`config.mk`:
```
export PLATFORM = sky130hd
export DESIGN_NAME = line_req_tracker
export DESIGN_NICKNAME = d
export VERILOG_FILES = /design/src/rtl/line_req_tracker.sv
export SDC_FILE = /design/constraint.sdc
export NUM_CORES = 1
export LEC_CHECK = 0
export ABC_AREA = 1
export BUFFER_PORTS_ARGS = -buffer_cell sky130_fd_sc_hd__clkbuf_2
export CORE_ASPECT_RATIO = 0.6
export CORE_MARGIN = 5
export CORE_UTILIZATION = 40
export CTS_BUF_LIST = sky130_fd_sc_hd__clkbuf_16
export CTS_CLUSTER_DIAMETER = 200
export DETAILED_ROUTE_END_ITERATION = 8
export SYNTH_ARGS = -nofsm -noshare
export SYNTH_HDL_FRONTEND = slang
export SYNTH_SLANG_ARGS = --single-unit
```
`constraint.sdc`:
```
create_clock -name clk -period 8.7 [get_ports clk]
set_clock_uncertainty 0.05 [all_clocks]
set_input_delay 2.61 -clock clk [delete_from_list [all_inputs] [get_ports clk]]
set_output_delay 2.61 -clock clk [all_outputs]
set_load 0.05 [all_outputs]
```
`src/rtl/line_req_tracker.sv`:
```
module line_req_tracker #(
  parameter int ADDR_W     = 32,
  parameter int LINE_BYTES = 64,
  parameter int RD_DEPTH   = 4,
  parameter int WR_DEPTH   = 4,
  parameter int MAX_OUT    = 6,
  parameter int DL_THRESH  = 256,
  parameter int ICACHE_LAT = 1,
  parameter int DCACHE_LAT = 3,
  parameter int LAT_W      = 4,
  parameter int CNT_W      = 16
) (
  input  logic                                  clk,
  input  logic                                  rst_n,
  input  logic                                  req_valid,
  input  logic [ADDR_W-1:0]                     req_addr,
  input  logic [1:0]                            req_cmd,
  input  logic                                  req_llsc,
  input  logic                                  req_locked,
  input  logic                                  req_ifetch,
  input  logic                                  req_store_chk,
  output logic [1:0]                            req_status,
  output logic                                  iss_valid,
  output logic [ADDR_W-1:0]                     iss_addr,
  output logic [2:0]                            iss_type,
  output logic [LAT_W-1:0]                      iss_lat,
  input  logic                                  cpl_valid,
  input  logic                                  cpl_wr,
  input  logic [ADDR_W-$clog2(LINE_BYTES)-1:0]  cpl_line,
  output logic                                  cpl_miss,
  output logic [$clog2(RD_DEPTH+WR_DEPTH+1)-1:0] outstanding,
  output logic                                  deadlock,
  output logic [CNT_W-1:0]                      st_on_ld,
  output logic [CNT_W-1:0]                      st_on_st,
  output logic [CNT_W-1:0]                      ld_on_ld,
  output logic [CNT_W-1:0]                      ld_on_st
);
  localparam int OFF   = $clog2(LINE_BYTES);
  localparam int TAG_W = ADDR_W - OFF;
  localparam int OCW   = $clog2(RD_DEPTH + WR_DEPTH + 1);
  localparam int TS_W  = $clog2(DL_THRESH) + 2;
  localparam int WDW   = $clog2(DL_THRESH + 1);
  localparam int RIW   = (RD_DEPTH > 1) ? $clog2(RD_DEPTH) : 1;
  localparam int WIW   = (WR_DEPTH > 1) ? $clog2(WR_DEPTH) : 1;

  localparam logic [1:0] ST_OK    = 2'd0;
  localparam logic [1:0] ST_FULL  = 2'd1;
  localparam logic [1:0] ST_ALIAS = 2'd2;

  localparam logic [2:0] T_LOAD   = 3'd0;
  localparam logic [2:0] T_IFETCH = 3'd1;
  localparam logic [2:0] T_STORE  = 3'd2;
  localparam logic [2:0] T_ATOMIC = 3'd3;
  localparam logic [2:0] T_FLUSH  = 3'd4;

  localparam logic [OCW-1:0]  MAX_C = OCW'(MAX_OUT);
  localparam logic [TS_W-1:0] THR_T = TS_W'(DL_THRESH);
  localparam logic [WDW-1:0]  THR_W = WDW'(DL_THRESH);

  logic [RD_DEPTH-1:0] rd_v;
  logic [TAG_W-1:0]    rd_tag [RD_DEPTH];
  logic [TS_W-1:0]     rd_ts  [RD_DEPTH];
  logic [WR_DEPTH-1:0] wr_v;
  logic [TAG_W-1:0]    wr_tag [WR_DEPTH];
  logic [TS_W-1:0]     wr_ts  [WR_DEPTH];

  logic [TS_W-1:0] cyc;
  logic            wd_armed;
  logic [WDW-1:0]  wd_cnt;

  logic [TAG_W-1:0]    req_tag;
  logic [RD_DEPTH-1:0] rd_hit, rd_cm, rd_set, rd_clr;
  logic [WR_DEPTH-1:0] wr_hit, wr_cm, wr_set, wr_clr;
  logic [RIW-1:0]      rd_free;
  logic [WIW-1:0]      wr_free;
  logic                is_wcls, cap_full, aliased, slot_ok, accept, cpl_hit, any_old;
  logic [OCW-1:0]      nxt_out;

  assign req_tag = req_addr[ADDR_W-1:OFF];

  always_comb begin
    is_wcls  = 1'b1;
    iss_type = T_STORE;
    if (req_llsc)              iss_type = T_ATOMIC;
    else if (req_locked)       iss_type = T_STORE;
    else if (req_cmd[1])       iss_type = T_FLUSH;
    else if (req_cmd[0])       iss_type = T_STORE;
    else if (req_ifetch) begin iss_type = T_IFETCH; is_wcls = 1'b0; end
    else if (req_store_chk)    iss_type = T_STORE;
    else begin                 iss_type = T_LOAD;   is_wcls = 1'b0; end
  end

  always_comb begin
    rd_free = '0;
    any_old = 1'b0;
    for (int i = RD_DEPTH - 1; i >= 0; i--) begin
      rd_hit[i] = rd_v[i] && (rd_tag[i] == req_tag);
      rd_cm[i]  = rd_v[i] && (rd_tag[i] == cpl_line);
      if (!rd_v[i]) rd_free = RIW'(i);
      if (rd_v[i] && (TS_W'(cyc - rd_ts[i]) >= THR_T)) any_old = 1'b1;
    end
    wr_free = '0;
    for (int i = WR_DEPTH - 1; i >= 0; i--) begin
      wr_hit[i] = wr_v[i] && (wr_tag[i] == req_tag);
      wr_cm[i]  = wr_v[i] && (wr_tag[i] == cpl_line);
      if (!wr_v[i]) wr_free = WIW'(i);
      if (wr_v[i] && (TS_W'(cyc - wr_ts[i]) >= THR_T)) any_old = 1'b1;
    end
  end

  assign cap_full = outstanding >= MAX_C;
  assign aliased  = (|rd_hit) || (|wr_hit);
  assign slot_ok  = is_wcls ? !(&wr_v) : !(&rd_v);

  assign req_status = !req_valid ? ST_OK    :
                      cap_full   ? ST_FULL  :
                      aliased    ? ST_ALIAS :
                      !slot_ok   ? ST_FULL  : ST_OK;

  assign accept    = req_valid && (req_status == ST_OK);
  assign iss_valid = accept;
  assign iss_addr  = req_addr;
  assign iss_lat   = (iss_type == T_IFETCH) ? LAT_W'(ICACHE_LAT) : LAT_W'(DCACHE_LAT);

  assign cpl_hit  = cpl_valid && (cpl_wr ? (|wr_cm) : (|rd_cm));
  assign cpl_miss = cpl_valid && !cpl_hit;

  assign rd_set = (accept && !is_wcls) ? (RD_DEPTH'(1) << rd_free) : '0;
  assign wr_set = (accept &&  is_wcls) ? (WR_DEPTH'(1) << wr_free) : '0;
  assign rd_clr = (cpl_valid && !cpl_wr) ? rd_cm : '0;
  assign wr_clr = (cpl_valid &&  cpl_wr) ? wr_cm : '0;
  assign nxt_out = outstanding + OCW'(accept) - OCW'(cpl_hit);

  always_ff @(posedge clk or negedge rst_n) begin
    if (!rst_n) begin
      rd_v <= '0;
      wr_v <= '0;
      for (int i = 0; i < RD_DEPTH; i++) begin
        rd_tag[i] <= '0;
        rd_ts[i]  <= '0;
      end
      for (int i = 0; i < WR_DEPTH; i++) begin
        wr_tag[i] <= '0;
        wr_ts[i]  <= '0;
      end
    end else begin
      rd_v <= (rd_v & ~rd_clr) | rd_set;
      wr_v <= (wr_v & ~wr_clr) | wr_set;
      if (accept && !is_wcls) begin
        rd_tag[rd_free] <= req_tag;
        rd_ts[rd_free]  <= cyc;
      end
      if (accept && is_wcls) begin
        wr_tag[wr_free] <= req_tag;
        wr_ts[wr_free]  <= cyc;
      end
    end
  end

  always_ff @(posedge clk or negedge rst_n) begin
    if (!rst_n) begin
      outstanding <= '0;
      cyc         <= '0;
      st_on_ld    <= '0;
      st_on_st    <= '0;
      ld_on_ld    <= '0;
      ld_on_st    <= '0;
    end else begin
      outstanding <= nxt_out;
      cyc         <= cyc + TS_W'(1);
      if (req_valid && !cap_full && aliased) begin
        if (is_wcls) begin
          if (|rd_hit) st_on_ld <= st_on_ld + CNT_W'(1);
          else         st_on_st <= st_on_st + CNT_W'(1);
        end else begin
          if (|wr_hit) ld_on_st <= ld_on_st + CNT_W'(1);
          else         ld_on_ld <= ld_on_ld + CNT_W'(1);
        end
      end
    end
  end

  always_ff @(posedge clk or negedge rst_n) begin
    if (!rst_n) begin
      wd_armed <= 1'b0;
      wd_cnt   <= '0;
      deadlock <= 1'b0;
    end else if (!wd_armed) begin
      if (accept) begin
        wd_armed <= 1'b1;
        wd_cnt   <= THR_W;
      end
    end else if (wd_cnt == WDW'(1)) begin
      if (any_old) deadlock <= 1'b1;
      if (nxt_out != '0) wd_cnt   <= THR_W;
      else               wd_armed <= 1'b0;
    end else begin
      wd_cnt <= wd_cnt - WDW'(1);
    end
  end
endmodule

```
After elaboration in Yosys (flattened, before gate mapping)

Index checks and enable logic that the tools add are counted.

Add/subtract/negate cells: 16
Magnitude comparators: 13
Equal/unequal tests: 19
Shift operators: 2
Mux-type cells: 59
Bitwise operators: 11
Reduce and logical (&&, ||, !) cells: 57

Operator list:

| cell                                                                                  | count |
|---|---|
| 26-bit == test                                                                        | 16 |
| 104-bit bitwise mux                                                                   | 2 |
| 26-bit demux with 2-bit select                                                        | 2 |
| 40-bit bitwise mux                                                                    | 2 |
| 10-bit by 9-bit greater-or-equal comparator with 1-bit output (second input constant) | 8 |
| 10-bit subtractor                                                                     | 8 |
| 16-bit by 1-bit adder with 16-bit output (second input constant)                      | 4 |
| 26-bit 2-to-1 mux                                                                     | 2 |
| 10-bit demux with 2-bit select                                                        | 2 |
| 9-bit 2-to-1 mux                                                                      | 4 |
| 1-bit logical AND                                                                     | 35 |
| 2-bit 2-to-1 mux                                                                      | 15 |
| 1-bit 2-to-1 mux                                                                      | 21 |
| 10-bit 2-to-1 mux                                                                     | 2 |
| 4-bit 2-to-1 mux                                                                      | 4 |
| 4-bit OR reduction                                                                    | 4 |
| 3-bit AND reduction                                                                   | 5 |
| 10-bit by 1-bit adder with 10-bit output (second input constant)                      | 1 |
| 9-bit by 1-bit == test with 1-bit output (second input constant)                      | 1 |
| 3-bit 2-to-1 mux                                                                      | 3 |
| 9-bit by 1-bit subtractor with 9-bit output (second input constant)                   | 1 |
| 4-bit AND                                                                             | 2 |
| 4-bit NOT                                                                             | 2 |
| 4-bit bitwise OR                                                                      | 2 |
| other kinds (17)                                                                      | 29 |

Flip-flop bits (word level): 385
Input port bits: 69
Word-level logic and storage cells: 204

Depth between registers and ports, before layout

Gate-level depths: netlist (run 1).

Depth in word-level cells: 19
Depth in mapped cells: 26
Mapped depth without buffers: 25

Worst setup path before layout (run 1)

No wires, ideal clock.

Path type: in2out
Start: input port req_addr[11]
End: output port req_status[0]
Arrival: 4,825 ps
Required time: 6,040 ps
Path slack: 1,215 ps
Stages: 13
Cell sequence: buf_4 > inv_4 > buf_4 > nand2_1 > nand4_1 > nor2_1 > nand3_1 > nor2_1 > nor2_4 > nand2_4 > nor2_8 > nand2_1 > a21boi_0

Word-level cells in the longest chain between the ends: 7

Ends and longest elaborated chain:

| what                                        | line    | RTL |
|---|---|---|
| from (decl)                                 | 16      | `input logic [ADDR_W-1:0] req_addr,` |
| 26-bit == test, on equally long branches    | 97, 104 |  |
| 1-bit logical AND, on equally long branches | 97, 104 |  |
| 4-bit OR reduction                          | 112     | `assign aliased = (\|rd_hit) \|\| (\|wr_hit);` |
| 1-bit logical OR (*)                        | 112     |  |
| 2-bit 2-to-1 mux (*)                        | 117     | `aliased ? ST_ALIAS :` |
| 2-bit 2-to-1 mux (*)                        | 116     | `cap_full ? ST_FULL :` |
| 2-bit 2-to-1 mux (*)                        | 115     | `assign req_status = !req_valid ? ST_OK :` |
| to (decl)                                   | 22      | `output logic [1:0] req_status,` |

Every way passes the cells marked *; elsewhere a longest branch is shown, timed or not.

Worst setup path in the final report (run 1)

Start: input port cpl_line[13]
End: output port cpl_miss

Word-level cells in the longest chain between the ends: 7

Ends and longest elaborated chain:

| what                                        | line    | RTL |
|---|---|---|
| from (decl)                                 | 29      | `input logic [ADDR_W-$clog2(LINE_BYTES)-1:0] cpl_line,` |
| 26-bit == test, on equally long branches    | 98, 105 |  |
| 1-bit logical AND, on equally long branches | 98, 105 |  |
| 4-bit OR reduction                          | 125     | `assign cpl_hit = cpl_valid && (cpl_wr ? (\|wr_cm) : (\|rd_cm));` |
| 1-bit 2-to-1 mux (*)                        | 125     |  |
| 1-bit logical AND (*)                       | 125     |  |
| 1-bit zero test (*)                         | 126     | `assign cpl_miss = cpl_valid && !cpl_hit;` |
| 1-bit logical AND (*)                       | 126     |  |
| to (decl)                                   | 30      | `output logic cpl_miss,` |

Marked as above.

==> results of run 1 <==
power groups by stage:
stage | sequential, µW | combinational [µW] | clock, µW
after floorplan | 2280 | 1240 | 0
after global routing | 2400 | 2040 | 1950
after global placement | 2400 | 1790 | 0
final | 2390 | 1870 | 1860
after CTS | 2360 | 1800 | 1890
after detailed placement | 2390 | 1790 | 0
cell families (layout without fill, tap and decap cells):
logic type | after synthesis | in the layout | synth area share (%)
AOI/OAI and AO/OA | 564 | 564 | 11.96
DFF | 385 | 385 | 35.71
and+or+nand+nor | 1969 | 1969 | 31.00
buffers and inverters | 636 | 766 | 10.72
other | 2 | 7 | 0.02783
muxes | 1 | 1 | 0.04173
xor gates and xnor gates | 213 | 213 | 6.942
adders and majority gates | 77 | 77 | 3.599
layout by cell type (no fill, tap or decap), types with 5 or more instances in the layout:
| cell type | instances |
|---|---|
| nand2_1 | 1203 |
| inv_1 | 440 |
| dfrtp_1 | 385 |
| nor2_1 | 319 |
| o21ai_0 | 295 |
| nand3_1 | 168 |
| clkbuf_2 | 164 |
| xor2_1 | 128 |
| xnor2_1 | 84 |
| nand4_1 | 82 |
| ha_1 | 76 |
| nor3_1 | 69 |
| a21oi_1 | 67 |
| buf_4 | 66 |
| o22ai_1 | 64 |
| o21ai_1 | 46 |
| clkbuf_16 | 42 |
| nand2_2 | 37 |
| nor4_1 | 36 |
| o21ai_2 | 36 |
| o2111ai_1 | 20 |
| clkinv_1 | 15 |
| inv_4 | 13 |
| and2_1 | 12 |
| nand3b_1 | 10 |
| inv_2 | 9 |
| a221oi_1 | 9 |
| nor2_4 | 5 |
| nand2_4 | 5 |
| bufinv_16 | 5 |
cell type report:
class / count / area (µm²) / share of cell area, %
Multi-Input combinational cell: 2827 / 14460 / 48.69
Tap cell: 900 / 1126 / 3.791
Clock buffer: 42 / 1051 / 3.538
Inverter: 459 / 1763 / 5.935
Sequential cell: 385 / 9634 / 32.43
Clock inverter: 32 / 286.5 / 0.9646
Timing Repair Buffer: 233 / 1371 / 4.617
Antenna cell: 4 / 10.01 / 0.03370
synth_stat cells (10+ instances only):
library cell     n  area share (%)
o21ai_1         46            0.85
nand2_1       1203              17
and2_1          12            0.28
buf_6           21            0.88
xor2_1         128             4.2
nor3_1          70             1.3
buf_4           64             1.8
inv_1          432             6.0
nor2_1         319             4.4
buf_2           50            0.93
xnor2_1         84             2.7
nand3b_1        10            0.28
dfrtp_1        385              36
nor4_1          36            0.83
clkbuf_1        37            0.51
nand2_2         37            0.86
ha_1            76             3.5
a21oi_1         67             1.2
inv_4           13            0.30
nand3_1        168             3.1
nand4_1         82             1.9
o2111ai_1       20            0.65
o21ai_2         36             1.2
o21ai_0        295             5.5
o22ai_1         64             1.5
through the flow:
stage | instances | hold WS, ps | util [%]
after global placement | 4804 | 415.0 | 42.65
after CTS | 4878 | 428.2 | 44.66
final | 4882 | 429.3 | 44.67
after global routing | 4879 | 458.5 | 44.66
after floorplan | 3848 | 403.0 | -
after detailed placement | 4804 | 415.2 | 42.65
registers in the layout, indices dropped and copies added (netlist names):
name	cells
wr_ts	40
st_on_ld	16
ld_on_ld	16
st_on_st	16
wr_v	4
cyc	10
wr_tag	104
rd_v	4
rd_tag	104
wd_cnt	9
ld_on_st	16
deadlock	1
outstanding	4
wd_armed	1
rd_ts	40
worst max-delay path: stages:
cell      delay [ps]
clkbuf_2         310
inv_1            640
o22ai_1          260
nor2_1           150
nand2_1           60
nor4_1           300
nand4_1          200
o21a_1           240
nand3_1          210
a21oi_1          170
buf_4            190
clkbuf_2         230
routing by layer:
layer / part of all wire, % / up-vias
li1: - / 12560
met1: 46 / 13120
met2: 34 / 1959
met3: 16 / 306
met4: 3.7 / 4
met5: 0.064 / -
final timing paths:
check	endpoint	slack (ps)	cells after the start
hold / removal	st_on_st[15]	430	1
setup reg to reg	wd_cnt[5]	4200	23
max in group asynchronous	st_on_st[1]	5350	2
hold reg to reg	st_on_st[15]	430	1
setup / recovery	cpl_miss	460	12
min in group asynchronous	rd_tag[52]	1910	1
==> flow_summary.json, run 1 <==
{
  "p_comb_share_pct": 30.5,
  "power.share.switching_pct": 40.64,
  "synthFlopType": "dfrtp_1",
  "path_max_fanout": 8,
  "synth.ff_latch_count": 385,
  "power_density_nw_per_um2": 206.4,
  "fmax_ghz": 0.1214,
  "drive_above_1_share_pct": 10.31,
  "async_flop_share_pct": 100.0,
  "syn_to_final_growth_pct": 10.10,
  "synth_edf_count": 0,
  "timing.rr.start": "wr_tag[7]",
  "chipWidth_um": 345.3,
  "holdBufCountCts": 0,
  "tritoncts": "done",
  "antenna_found_initial": 4,
  "cts_buffers": 42,
  "grt-ovfl-total": 0,
  "critPathRequiredTime_ps": 6040,
  "grt_pass1_wl_um": 181800,
  "fin_crit_sh_pct": 94.71,
  "worst_pin_slew_ps": 1121,
  "startpoint": "cpl_line[13]",
  "finalWirelength_um": 128600,
  "io_pins": 181,
  "drv_cap": 0,
  "die_h_um": 211.2,
  "post_cts_buffers": 0,
  "p_int_uw": 3640,
  "synth_cell_types": 63,
  "design_area_um2": 29700,
  "seq_area_frac_synth_pct": 35.71,
  "fillCellCount": 7031,
  "grt_setup_unrepaired": "false",
  "post_cts_resized": 0,
  "path_class": "in -> out",
  "post_dp_cell_area_um2": 28360,
  "yosys_warnings": 0,
  "via_per_inst": 5.724,
  "vdd_drop_max_mv": 0.1254,
  "drv_slew": 0,
  "avgRoutedWirePerCell_um": 26.35,
  "cts_sinks": 385,
  "clock_path_buffers": 3,
  "vias": 27950,
  "syn_area_per_cell_um2": 7.013,
  "worstSkewPairLatency_ps": 610,
  "initial_core_util_pct": 40.58,
  "clkPwrFrac_pct": 30.4,
  "drtPass1Iterations": 8,
  "clk_root_buffer_cell": "clkbuf_16",
  "clkTransAtPathRegs_ps": 60,
  "grtUsageTotal_pct": 33.95,
  "tns_ps": 0,
  "syn_area_um2": 26980,
  "nNetsFinal": 4094,
  "hold_class": "reg -> reg",
  "cp.arrival_ps": 5580,
  "hold_viol_final": 0,
  "io_buffers": 165,
  "htree_levels": 2,
  "setup_viol": 0,
  "place_congestion": 1.066,
  "met2_usage_pct": 40.89,
  "ant_nets": 0,
  "rows": 73,
  "pre_cts_slack_ps": 803.3,
  "place_hpwl_um": 96080,
  "p_leak_uw": 0.01444,
  "grt.met3_usage_pct": 15.84,
  "min_period_ps": 8240,
  "grt_pass1_vias": 24700,
  "remaining_drc_errors": 0,
  "status": "finished, final reports clean",
  "top_usage_layer": "met1",
  "total_power_uw": 6132,
  "core_area_um2": 66490,
  "drt_iter0_drc": 4451,
  "grt_max_degree": 142,
  "startpoint_type": "input port",
  "timing.final.ws_setup_ps": 459.8,
  "synthesis.instances": 3847,
  "slew_headroom_pct": 24.49,
  "crit_path_end_kind": "output port",
  "hp-start": "st_on_st[15]",
  "p_sw_uw": 2492,
  "met1_usage_pct": 51.70,
  "die-area_um2": 72920,
  "seq_power_share_pct": 39.1
}
Note: power is estimated with default switching activity, not from simulation.
==> run 2: changes to the inputs <==
==> constraint.sdc (replaced) <==
create_clock -name clk -period 8.75 [get_ports clk]
set_clock_uncertainty 0.05 [all_clocks]
set_input_delay 2.625 -clock clk [delete_from_list [all_inputs] [get_ports clk]]
set_output_delay 2.625 -clock clk [all_outputs]
set_load 0.005 [all_outputs]
==> flow_summary.json, run 2 (same netlist as run 1, synthesis figures left out) <==
{
  "setup_viol": 0,
  "core_area_um2": 66490,
  "clkTransAtPathRegs_ps": 60,
  "min_period_ps": 8291,
  "p_leak_uw": 0.01431,
  "tns_ps": 0,
  "final_util_pct": 44.42,
  "hp-start": "wr_ts[0]",
  "rows": 73,
  "clk_root_buffer_cell": "clkbuf_16",
  "fmax_ghz": 0.1206,
  "finalWirelength_um": 128400,
  "vias": 27880,
  "place_hpwl_um": 95960,
  "vdd_drop_max_mv": 0.1232,
  "cts_sinks": 385,
  "drive_above_1_share_pct": 9.962,
  "remaining_drc_errors": 0,
  "stdcell_count": 4857,
  "power_density_nw_per_um2": 206.2,
  "slew_headroom_pct": 30.49,
  "design_area_um2": 29530,
  "mostFrequentLayoutCells": "1203 x nand2_1, 435 x inv_1, 385 x dfrtp_1, 319 x nor2_1, 295 x o21ai_0",
  "cp.arrival_ps": 5620,
  "fin_crit_sh_pct": 94.75,
  "io_pins": 181,
  "via_per_inst": 5.740,
  "hold_class": "reg -> reg",
  "drtPass1Iterations": 7,
  "dp_cells": 4778,
  "syn_to_final_growth_pct": 9.465,
  "place_congestion": 1.117,
  "initial_core_util_pct": 40.58,
  "path_class": "in -> out",
  "crit_path_end_kind": "output port",
  "hold_end": "wr_ts[0]",
  "die-area_um2": 72920,
  "grt-ovfl-total": 0,
  "reg_top3": "rd_tag (104), wr_tag (104)",
  "status": "finished, final reports clean",
  "nNetsFinal": 4069,
  "final_common_cell": "nand2_1",
  "drt_iter0_drc": 4414,
  "cts_buffers": 43,
  "htree_levels": 2,
  "antenna_found_initial": 2,
  "grtUsageTotal_pct": 34.11,
  "post_dp_cell_area_um2": 28160,
  "hold_viol_final": 0,
  "grt_max_degree": 140,
  "rr_worst_depth": 20,
  "post_cts_resized": 0,
  "timing.rr.start": "rd_v[0]",
  "worst_pin_slew_ps": 1041,
  "holdBufCountCts": 0,
  "worstReg2RegEnd": "wd_cnt[3]",
  "tritoncts": "done",
  "startpoint_type": "input port",
  "drv_cap": 0,
  "grt_pass1_wl_um": 182500,
  "avgRoutedWirePerCell_um": 26.44,
  "die_h_um": 211.2,
  "rrSetupSlack_ps": 4380,
  "post_cts_buffers": 0,
  "total_power_uw": 6089,
  "grt_setup_unrepaired": "false",
  "worstSkewPairLatency_ps": 610,
  "drv_slew": 0,
  "io_buffers": 165,
  "path_max_fanout": 15,
  "grt_pass1_vias": 24860,
  "clock_path_buffers": 3,
  "ant_nets": 0,
  "hold_depth": 2,
  "chipWidth_um": 345.3,
  "critPathRequiredTime_ps": 6080
}
run 2: worst max-delay path by stage:
stage,cells after the start,endpoint,startpoint,slack (ps)
2_1_floorplan,9,cpl_miss,cpl_line[23],2140
3_3_place_gp,15,req_status[0],req_addr[26],720
3_5_place_dp,15,req_status[0],req_addr[26],720
4_1_cts,15,req_status[0],req_addr[26],710
5_1_grt,15,req_status[0],req_addr[26],490
6_report,15,req_status[0],req_addr[26],460
run 2: stage by stage:
step / setup slack [ps] / hold slack (ps)
floorplan: 2138 / 403.0
global placement: 716.3 / 414.3
detailed placement: 720.6 / 418.9
CTS: 712.9 / 437.2
global route: 494.5 / 454.9
finish: 459.0 / 435.6
run 2: power breakdown:
group          switching, µW  internal, µW  total (µW)  leakage [µW]
Combinational           1220           580        1800       0.00854
Clock                    860          1020        1880      0.000676
Sequential               394          2010        2400       0.00509
run 2: layout make-up:
class                      count  area, µm²
antenna                        2      5.005
clock buffer                  43       1076
clock inverter                34      291.5
fill                        7015      36960
inverter                     459       1763
multi-input combinational   2827      14460
sequential                   385       9634
tap                          900       1126
timing repair buffer         207       1176
run 2: layer usage:
layer,part of all wire [%],global-route usage [%],routed length [µm],up-vias
li1,-,-,-,12500
met1,46,53.07,58740,13010
met2,34,40.36,43210,2080
met3,17,15.39,21850,285
met4,3.5,10.14,4513,2
met5,0.097,1.339,124,-
run 2: worst max-delay path: stages:
cell      delay, ps
clkbuf_2        360
inv_1           690
nand2_1         250
nand2_1         150
nor2_1           60
nand4_1         100
nor2_1           50
nand2_1          60
nand2_1         230
inv_1           140
nand2_2         130
nor2_8          160
nand2_1          70
a21boi_0        340
clkbuf_2        190
